File: config.mk
export PLATFORM = sky130hd
export DESIGN_NAME = swi_bank
export DESIGN_NICKNAME = d
export VERILOG_FILES = /design/src/rtl/swi_bank_pkg.sv /design/src/rtl/swi_addr_decode.sv /design/src/rtl/swi_pending_cell.sv /design/src/rtl/swi_read_path.sv /design/src/rtl/swi_bank.sv
export SDC_FILE = /design/constraint.sdc
export NUM_CORES = 1
export LEC_CHECK = 0
export BUFFER_PORTS_ARGS = -buffer_cell sky130_fd_sc_hd__buf_2
export CAP_MARGIN = 0
export CORE_MARGIN = 2
export CORE_UTILIZATION = 31
export DETAILED_ROUTE_END_ITERATION = 16
export HOLD_SLACK_MARGIN = 0.03
export PLACE_DENSITY = 0.95
export SETUP_SLACK_MARGIN = 0.4
export SYNTH_ARGS = -nofsm -noshare
export SYNTH_HDL_FRONTEND = slang
export SYNTH_SLANG_ARGS = --single-unit
export TNS_END_PERCENT = 20
File: constraint.sdc
create_clock -name clk -period 2 [get_ports clk]
set_input_delay 0 -clock clk [delete_from_list [all_inputs] [get_ports clk]]
set_output_delay 0 -clock clk [all_outputs]
set_load 0.02 [all_outputs]
File: src/rtl/swi_bank_pkg.sv
package swi_bank_pkg;

    // Size code for a 32-bit access on the request port.
    localparam logic [1:0] SIZE_WORD = 2'b10;

    // Classification of one request cycle.
    typedef enum logic [1:0] {
        ACC_IDLE   = 2'd0,
        ACC_READ   = 2'd1,
        ACC_WRITE  = 2'd2,
        ACC_REJECT = 2'd3
    } acc_kind_e;

endpackage

File: src/rtl/swi_addr_decode.sv
module swi_addr_decode
    import swi_bank_pkg::*;
#(
    parameter int NUM_HARTS = 4,
    parameter int ADDR_W    = 12,
    parameter int IDX_W     = 2
) (
    input  logic              req_valid,
    input  logic              req_write,
    input  logic [ADDR_W-1:0] req_addr,
    input  logic [1:0]        req_size,
    output acc_kind_e         kind,
    output logic [IDX_W-1:0]  hart_idx,
    output logic [NUM_HARTS-1:0] wr_onehot
);
    localparam logic [31:0] SPAN = 32'(NUM_HARTS * 4);

    logic in_span;
    logic aligned;
    logic size_ok;

    assign in_span  = 32'(req_addr) < SPAN;
    assign aligned  = req_addr[1:0] == 2'b00;
    assign size_ok  = req_size == SIZE_WORD;
    assign hart_idx = req_addr[IDX_W+1:2];

    always_comb begin
        if (!req_valid) begin
            kind = ACC_IDLE;
        end else if (!(in_span && aligned && size_ok)) begin
            kind = ACC_REJECT;
        end else if (req_write) begin
            kind = ACC_WRITE;
        end else begin
            kind = ACC_READ;
        end
    end

    always_comb begin
        wr_onehot = '0;
        unique case (kind)
            ACC_WRITE: wr_onehot[hart_idx] = 1'b1;
            ACC_IDLE, ACC_READ, ACC_REJECT: wr_onehot = '0;
        endcase
    end

    // At most one hart is addressed by a write.
    always_comb begin
        assert_single_target_R1: assert ($onehot0(wr_onehot));
    end

endmodule

File: src/rtl/swi_pending_cell.sv
module swi_pending_cell #(
    parameter bit SUPERVISOR_MODE = 1'b0
) (
    input  logic clk,
    input  logic rst_n,
    input  logic wr_hit,
    input  logic set_val,
    input  logic clr_req,
    output logic pend
);
    logic pend_d;

    generate
        if (SUPERVISOR_MODE) begin : g_sup
            always_comb begin
                if (wr_hit && set_val) begin
                    pend_d = 1'b1;
                end else if (clr_req) begin
                    pend_d = 1'b0;
                end else begin
                    pend_d = pend;
                end
            end
        end else begin : g_mach
            always_comb begin
                pend_d = wr_hit ? set_val : pend;
            end
        end
    endgenerate

    always_ff @(posedge clk or negedge rst_n) begin
        if (!rst_n) begin
            pend <= 1'b0;
        end else begin
            pend <= pend_d;
        end
    end

    assert_set_takes_R3: assert property (@(posedge clk) disable iff (!rst_n)
        (wr_hit && set_val) |=> pend);

    assert_mach_write_zero_R4: assert property (@(posedge clk) disable iff (!rst_n)
        (!SUPERVISOR_MODE && wr_hit && !set_val) |=> !pend);

    assert_sup_write_zero_R4: assert property (@(posedge clk) disable iff (!rst_n)
        (SUPERVISOR_MODE && !(wr_hit && set_val) && !clr_req) |=> $stable(pend));

    assert_sup_clear_R8: assert property (@(posedge clk) disable iff (!rst_n)
        (SUPERVISOR_MODE && clr_req && !(wr_hit && set_val)) |=> !pend);

    assert_mach_clear_ignored_R8: assert property (@(posedge clk) disable iff (!rst_n)
        (!SUPERVISOR_MODE && !wr_hit) |=> $stable(pend));

endmodule

File: src/rtl/swi_read_path.sv
module swi_read_path
    import swi_bank_pkg::*;
#(
    parameter int NUM_HARTS       = 4,
    parameter int IDX_W           = 2,
    parameter bit SUPERVISOR_MODE = 1'b0
) (
    input  logic                 clk,
    input  logic                 rst_n,
    input  acc_kind_e            kind,
    input  logic [IDX_W-1:0]     hart_idx,
    input  logic [NUM_HARTS-1:0] pend_vec,
    output logic [31:0]          rdata
);
    logic rbit_d;

    always_comb begin
        rbit_d = 1'b0;
        unique case (kind)
            ACC_READ:   rbit_d = SUPERVISOR_MODE ? 1'b0 : pend_vec[hart_idx];
            ACC_IDLE, ACC_WRITE, ACC_REJECT: rbit_d = 1'b0;
        endcase
    end

    always_ff @(posedge clk or negedge rst_n) begin
        if (!rst_n) begin
            rdata <= '0;
        end else begin
            rdata <= {31'b0, rbit_d};
        end
    end

    assert_read_returns_bit_R5: assert property (@(posedge clk) disable iff (!rst_n)
        (!SUPERVISOR_MODE && kind == ACC_READ) |=> rdata[0] == $past(pend_vec[hart_idx]));

    assert_reject_reads_zero_R7: assert property (@(posedge clk) disable iff (!rst_n)
        (kind == ACC_REJECT) |=> rdata == 32'd0);

endmodule

File: src/rtl/swi_bank.sv
module swi_bank
    import swi_bank_pkg::*;
#(
    parameter int NUM_HARTS       = 4,
    parameter int ADDR_W          = 12,
    parameter bit SUPERVISOR_MODE = 1'b0
) (
    input  logic                 clk,
    input  logic                 rst_n,
    input  logic                 bus_valid,
    input  logic                 bus_write,
    input  logic [ADDR_W-1:0]    bus_addr,
    input  logic [1:0]           bus_size,
    input  logic [31:0]          bus_wdata,
    output logic [31:0]          bus_rdata,
    input  logic [NUM_HARTS-1:0] hart_clear,
    output logic [NUM_HARTS-1:0] sw_irq
);
    localparam int IDX_W = (NUM_HARTS > 1) ? $clog2(NUM_HARTS) : 1;

    acc_kind_e            kind;
    logic [IDX_W-1:0]     hart_idx;
    logic [NUM_HARTS-1:0] wr_onehot;
    logic [NUM_HARTS-1:0] pend_vec;

    swi_addr_decode #(
        .NUM_HARTS (NUM_HARTS),
        .ADDR_W    (ADDR_W),
        .IDX_W     (IDX_W)
    ) u_decode (
        .req_valid (bus_valid),
        .req_write (bus_write),
        .req_addr  (bus_addr),
        .req_size  (bus_size),
        .kind      (kind),
        .hart_idx  (hart_idx),
        .wr_onehot (wr_onehot)
    );

    generate
        for (genvar h = 0; h < NUM_HARTS; h++) begin : g_hart
            swi_pending_cell #(
                .SUPERVISOR_MODE (SUPERVISOR_MODE)
            ) u_cell (
                .clk     (clk),
                .rst_n   (rst_n),
                .wr_hit  (wr_onehot[h]),
                .set_val (bus_wdata[0]),
                .clr_req (hart_clear[h]),
                .pend    (pend_vec[h])
            );
        end
    endgenerate

    swi_read_path #(
        .NUM_HARTS       (NUM_HARTS),
        .IDX_W           (IDX_W),
        .SUPERVISOR_MODE (SUPERVISOR_MODE)
    ) u_read (
        .clk      (clk),
        .rst_n    (rst_n),
        .kind     (kind),
        .hart_idx (hart_idx),
        .pend_vec (pend_vec),
        .rdata    (bus_rdata)
    );

    assign sw_irq = pend_vec;

    assert_reject_write_ignored_R7: assert property (@(posedge clk) disable iff (!rst_n)
        (!SUPERVISOR_MODE && bus_valid && bus_write && kind == ACC_REJECT) |=> $stable(sw_irq));

    assert_upper_read_zero_R9: assert property (@(posedge clk) disable iff (!rst_n)
        bus_rdata[31:1] == 31'd0);

    assert_sup_reads_zero_R5: assert property (@(posedge clk) disable iff (!rst_n)
        SUPERVISOR_MODE |-> bus_rdata == 32'd0);

    assert_bad_size_rejected_R2: assert property (@(posedge clk) disable iff (!rst_n)
        (bus_valid && bus_size != SIZE_WORD) |-> kind == ACC_REJECT);

endmodule

==> metrics.md, run 1 <==
| Metric | Value |
|---|---|
| DRT met1 WL | `259 microns` |
| Run status | `finished, final reports clean` |
| Std cell rows | `16` |
| Hold Violations, Final | `0` |
| Clock tree from TritonCTS | `built` |
| Main area contributors after synthesis | `sky130_fd_sc_hd__buf_4 (43%), sky130_fd_sc_hd__dfrtp_1 (21%), sky130_fd_sc_hd__mux2_1 (7.4%)` |
| Detailed-route vias per instance | `3.72` |
| Cells after DPL | `104` |
| Startpoint Class | `flop` |
| Total overflow reported by the global router | `0` |
| Post_cts resized | `0` |
| Total of flip-flops plus latches after synthesis | `5` |
| Commonest cells after routing, fill and taps aside | `sky130_fd_sc_hd__conb_1 (31), sky130_fd_sc_hd__buf_2 (23), sky130_fd_sc_hd__dfrtp_1 (5)` |
| Power Dens Cells | `479 mW/mm^2` |
| Highest routed layer | `met4` |
| Routed Wire Length | `948 microns` |
| Final Setup Violations | `0` |
| Deepest level of the CTS H-tree | `1` |
| LEAKAGE | `0.369 nW` |
| Number of detailed-routing iterations run before antenna repair | `2` |
| Unrepaired setup endpoints after global routing | `no` |
| Final sum of negative setup slack | `0 ps` |
| Total count of max-transition violations in the final report | `0` |
| Yosys warning total | `0` |
| Worst supply voltage drop on vdd | `273 uV` |
| Synthesis-to-finish area growth | `7.41%` |
| Antenna violations before repair | `0` |
| Avg Inst Size Synth | `10.3 sq um` |
| Max Buffers Root-to-Sink | `2` |
| Global-route usage over all layers | `8.42%` |
| Chip height | `48.3 microns` |
| Total vias in the final route | `409` |
| Library cell with the largest summed area after synthesis | `sky130_fd_sc_hd__buf_4` |
| Critical Path Fanout Max | `3` |
| Core Area | `0.00190 sq mm` |
| Remaining design rule violation count | `0` |
| Antenna-violating nets left | `0` |
| Worst setup path category | `reg2reg` |
| ANT cells | `0` |
| R2r startpoint | `g_hart[3].u_cell.pend` |
| Synth Cell Area | `608 sq um` |
| Setup slack of the most critical reg-to-reg path | `870 ps` |
| Type of the tightest min-delay check | `in2async` |
| Max Fclk | `886 MHz` |
| Clk pin slew, worst setup/hold paths | `40 ps` |
| Initial Util | `32.0%` |
| Top-Level Pins | `90` |
| Share of the yosys chip area belonging to registers | `20.6%` |
| Number of clock sinks | `5` |
| Ratio of final minimum period to clock period | `56.5%` |
| DIE WIDTH | `48.3 microns` |
| Distinct cell type count of the synthesized netlist | `13` |
| Final min period | `1130 ps` |
| Final weighted congestion of routability-driven global placement | `0.679` |
| DIE AREA | `0.00233 sq mm` |
| Global-route wire length before repair | `1170 microns` |
| Maximum number of pins on one net before global-route repair | `6` |
| Syn Inst Count | `59` |
| Met3 routed WL | `119 microns` |
| Fill cell instance count of the final layout | `204` |
| Count of max-cap constraint violations | `0` |
| CTS buffer count | `3` |
| WL met2 | `549 microns` |
| Number of global-route vias before repair | `283` |
| Fin nets | `138` |
| Clock latency on the worst-skew pair | `250 ps` |
| Fraction of final layout cells sized beyond drive strength 1 | `37.3%` |
| Post-route insts no fill | `110` |
| Worst clock skew | `2.82 ps` |
| Area share of the largest cell type after synthesis | `43.2%` |
| Worst endpoint required time | `2130 ps` |
| DR iter-0 viols | `1` |
| Leading cell type in the layout, fill and taps excluded | `sky130_fd_sc_hd__conb_1` |
| Launch point of the critical path | `g_hart[3].u_cell.pend` |
| HPWL after detailed placement | `854 microns` |
| DR WL/cell | `8.62 microns` |
| Setup bufs post-CTS | `0` |
| Buffer cell driving the clock tree root | `sky130_fd_sc_hd__clkbuf_4` |
| IO buf count | `23` |
| Critical path endpoint category | `flop` |
| Crit path arrival time | `1260 ps` |
==> state kept, by name, indices dropped and copies added, names as in the netlist <==
register	count
g_hart.u_cell.pend	4
u_read.rdata	1
==> cell usage after synthesis, drive strengths merged <==
cell / count
mux2: 4
mux4: 1
nor4bb: 1
nand4: 4
and4: 2
dfrtp: 5
and3b: 1
and4b: 2
buf: 35
conb: 1
nor4b: 1
nor4: 2
==> stage by stage <==
step           utilization (%)  setup WS [ps]  total power, mW  instance area (sq um)  hold slack [ps]
3_3_place_gp              31.9            873            0.190                    607             -187
2_1_floorplan                -            897            0.209                    721             -296
4_1_cts                   34.3            862            0.320                    653             94.7
6_report                  34.3            871            0.313                    653             92.5
5_1_grt                   34.3            849            0.336                    653              103
3_5_place_dp              31.9            857            0.192                    607             -182
==> power breakdown <==
group          leakage (nW)  internal [mW]  total [mW]  switching [mW]
combinational         0.284         0.0220      0.0927          0.0706
clock                0.0150         0.0756       0.119          0.0433
sequential           0.0699          0.102       0.102       0.0000378
total                 0.369          0.199       0.313           0.114
==> worst max-delay path, stage by stage (launching register included) <==
cell and delay (ps):
sky130_fd_sc_hd__dfrtp_1 380, sky130_fd_sc_hd__mux4_2 450, sky130_fd_sc_hd__and4_2 180
==> path summary, 6_finish.rpt <==
check	end	depth (start not counted)
max	u_read.rdata[0]	2
min	g_hart[0].u_cell.pend	2
max reg2reg	u_read.rdata[0]	2
min reg2reg	g_hart[3].u_cell.pend	1
max in group asynchronous	g_hart[3].u_cell.pend	2
min in group clk	u_read.rdata[0]	3
==> layer usage <==
metal | vias to the layer above | track usage, %
li1 | 190 | -
met1 | 188 | 7.21
met2 | 29 | 13.4
met3 | 2 | 5.93
met4 | 0 | 6.49
met5 | - | 0
==> cell families (layout without fill, tap and decap cells) <==
| family | Yosys count | after routing | synth area share [%] |
|---|---|---|---|
| buffers and inverters | 35 | 29 | 43.2 |
| AND/OR/NAND/NOR | 13 | 13 | 24.5 |
| other | 1 | 31 | 0.617 |
| flip-flops | 5 | 5 | 20.6 |
| multiplexers | 5 | 5 | 11.1 |
==> what timing repair did <==
action                                  4_1_cts  5_1_grt
endpoints found under the setup margin        0        0
hold buffers                                  2        0
endpoints found under the hold margin         9        0
==> area by class of cell <==
type,instances,area [sq um],area share [%]
Sequential cell,5,125,19.2
Clock buffer,4,26.3,4.02
Timing Repair Buffer,25,135,20.7
Multi-Input combinational cell,49,333,51.0
Tap cell,27,33.8,5.17
No activity file was read; power rests on OpenSTA's default activity.
==> inputs of run 2 (changes only) <==
--- a/config.mk
+++ b/config.mk
@@ -8,10 +8,10 @@
 export BUFFER_PORTS_ARGS = -buffer_cell sky130_fd_sc_hd__buf_2
 export CAP_MARGIN = 0
 export CORE_MARGIN = 2
-export CORE_UTILIZATION = 31
+export CORE_UTILIZATION = 29
 export DETAILED_ROUTE_END_ITERATION = 16
 export HOLD_SLACK_MARGIN = 0.03
-export PLACE_DENSITY = 0.95
+export PLACE_DENSITY = 0.9
 export SETUP_SLACK_MARGIN = 0.4
 export SYNTH_ARGS = -nofsm -noshare
 export SYNTH_HDL_FRONTEND = slang
==> constraint.sdc (replaced) <==
create_clock -name clk -period 1.05 [get_ports clk]
set_input_delay 0 -clock clk [delete_from_list [all_inputs] [get_ports clk]]
set_output_delay 0 -clock clk [all_outputs]
set_load 0.02 [all_outputs]
==> metrics.md, run 2 (same netlist as run 1, synthesis figures left out) <==
| Metric | Value |
|---|---|
| Final min period | `1120 ps` |
| Total count of max-transition violations in the final report | `0` |
| DR iter-0 viols | `4` |
| Number of detailed-routing iterations run before antenna repair | `4` |
| Failing checks | `setup timing` |
| Total overflow reported by the global router | `0` |
| Commonest cells after routing, fill and taps aside | `sky130_fd_sc_hd__conb_1 (31), sky130_fd_sc_hd__buf_2 (15), sky130_fd_sc_hd__buf_6 (11)` |
| Largest registers ranked by flip-flop count | `g_hart.u_cell.pend (4), u_read.rdata (1)` |
| Unrepaired setup endpoints after global routing | `yes` |
| Worst setup path category | `reg2reg` |
| Run status | `complete, but fails checks` |
| Remaining design rule violation count | `0` |
| Antenna violations before repair | `0` |
| Clock tree from TritonCTS | `built` |
| Number of global-route vias before repair | `391` |
| Worst clock skew | `2.42 ps` |
| Hold-critical path depth | `2` |
| HPWL after detailed placement | `995 microns` |
| Fin nets | `144` |
| Final Setup Violations | `3` |
| Antenna-violating nets left | `0` |
| IO buf count | `23` |
| Cells on worst reg2reg path | `2` |
| Total vias in the final route | `435` |
| Post-placement setup slack | `-84.3 ps` |
| Type of the tightest min-delay check | `in2reg` |
| Clock latency on the worst-skew pair | `240 ps` |
| Detailed-route vias per instance | `3.75` |
| Number of flip-flops in the largest register | `4` |
| Leading cell type in the layout, fill and taps excluded | `sky130_fd_sc_hd__conb_1` |
| Clk pin slew, worst setup/hold paths | `40 ps` |
| Fraction of final layout cells sized beyond drive strength 1 | `47.2%` |
| DIE AREA | `0.00248 sq mm` |
| Critical Path Fanout Max | `2` |
| DIE WIDTH | `49.8 microns` |
| Worst hold slack after final layout | `54.8 ps` |
| Synthesis-to-finish area growth | `27.2%` |
| Number of clock sinks | `5` |
| Routed Wire Length | `1250 microns` |
| Post-route insts no fill | `116` |
| Initial Util | `31.0%` |
| Startpoint Class | `flop` |
| Chip height | `49.8 microns` |
| Core Area | `0.00196 sq mm` |
| LEAKAGE | `0.425 nW` |
| Crit path arrival time | `1250 ps` |
| Cells after DPL | `109` |
| Max Fclk | `892 MHz` |
| Global-route usage over all layers | `9.35%` |
| CTS buffer count | `3` |
| Hold Violations, Final | `0` |
| Maximum number of pins on one net before global-route repair | `6` |
| Ratio of final minimum period to clock period | `107%` |
| ANT cells | `0` |
| Reg with most FFs | `g_hart.u_cell.pend` |
| Critical path endpoint category | `flop` |
| Worst setup slack after layout | `-71.4 ps` |
| Final sum of negative setup slack | `-155 ps` |
| DR WL/cell | `10.8 microns` |
| Std cell rows | `16` |
| Deepest level of the CTS H-tree | `1` |
| Final core utilization | `39.4%` |
| Power Dens Cells | `778 mW/mm^2` |
| Buffer cell driving the clock tree root | `sky130_fd_sc_hd__clkbuf_4` |
| Global-route wire length before repair | `1680 microns` |
| Top-Level Pins | `90` |
| Max Buffers Root-to-Sink | `2` |
| Final weighted congestion of routability-driven global placement | `0.655` |
| Worst supply voltage drop on vdd | `328 uV` |
| Count of max-cap constraint violations | `0` |
| Worst endpoint required time | `1180 ps` |
==> run 2: area by class of cell <==
class                           instances  area, sq um
Multi-Input combinational cell         49          349
Fill cell                             197         1190
Timing Repair Buffer                   31          239
Tap cell                               27         33.8
Sequential cell                         5          125
Clock buffer                            4         26.3
==> run 2: timing repair <==
| action | in CTS | in global routing |
|---|---|---|
| hold buffers | 1 | 0 |
| hold endpoints to repair | 5 | 0 |
| setup buffers | 1 | 1 |
| gates resized for setup | 17 | 3 |
| endpoints found under the setup margin | 10 | 10 |
| pin swaps | 3 | 3 |
==> run 2: path summary, 6_finish.rpt <==
path                                             from                    end  slack, ps
min in group asynchronous                       rst_n  g_hart[1].u_cell.pend        100
worst max-delay path            g_hart[3].u_cell.pend        u_read.rdata[0]        -70
worst min-delay path                     bus_wdata[0]  g_hart[3].u_cell.pend         50
worst min register to register  g_hart[1].u_cell.pend  g_hart[1].u_cell.pend        620
worst max register to register  g_hart[3].u_cell.pend        u_read.rdata[0]        -70
max in group asynchronous                       rst_n        u_read.rdata[0]        820
==> run 2: where the power goes <==
group	total (mW)	internal, mW	switching [mW]	leakage, nW
registers	0.194	0.194	0.0000609	0.0699
clock network	0.222	0.144	0.0779	0.0150
logic	0.186	0.0483	0.138	0.341
==> run 2: critical path, stage by stage (launching register included) <==
cell and delay, ps:
sky130_fd_sc_hd__dfrtp_1 380, sky130_fd_sc_hd__mux4_2 480, sky130_fd_sc_hd__and4_4 160
==> run 2: per-layer routing <==
layer	vias up	routed length, microns	global-route usage (%)
met4	0	0	4.17
met1	203	432	9.55
met5	-	0	0
met2	31	678	14.9
li1	201	-	-
met3	0	136	6.06
==> run 2: per-stage QoR <==
stage / cell area (sq um) / total power [mW]
after detailed placement: 646 / 0.369
after global routing: 773 / 0.634
final: 773 / 0.601
after global placement: 646 / 0.366
after CTS: 752 / 0.603
after floorplan: 722 / 0.399
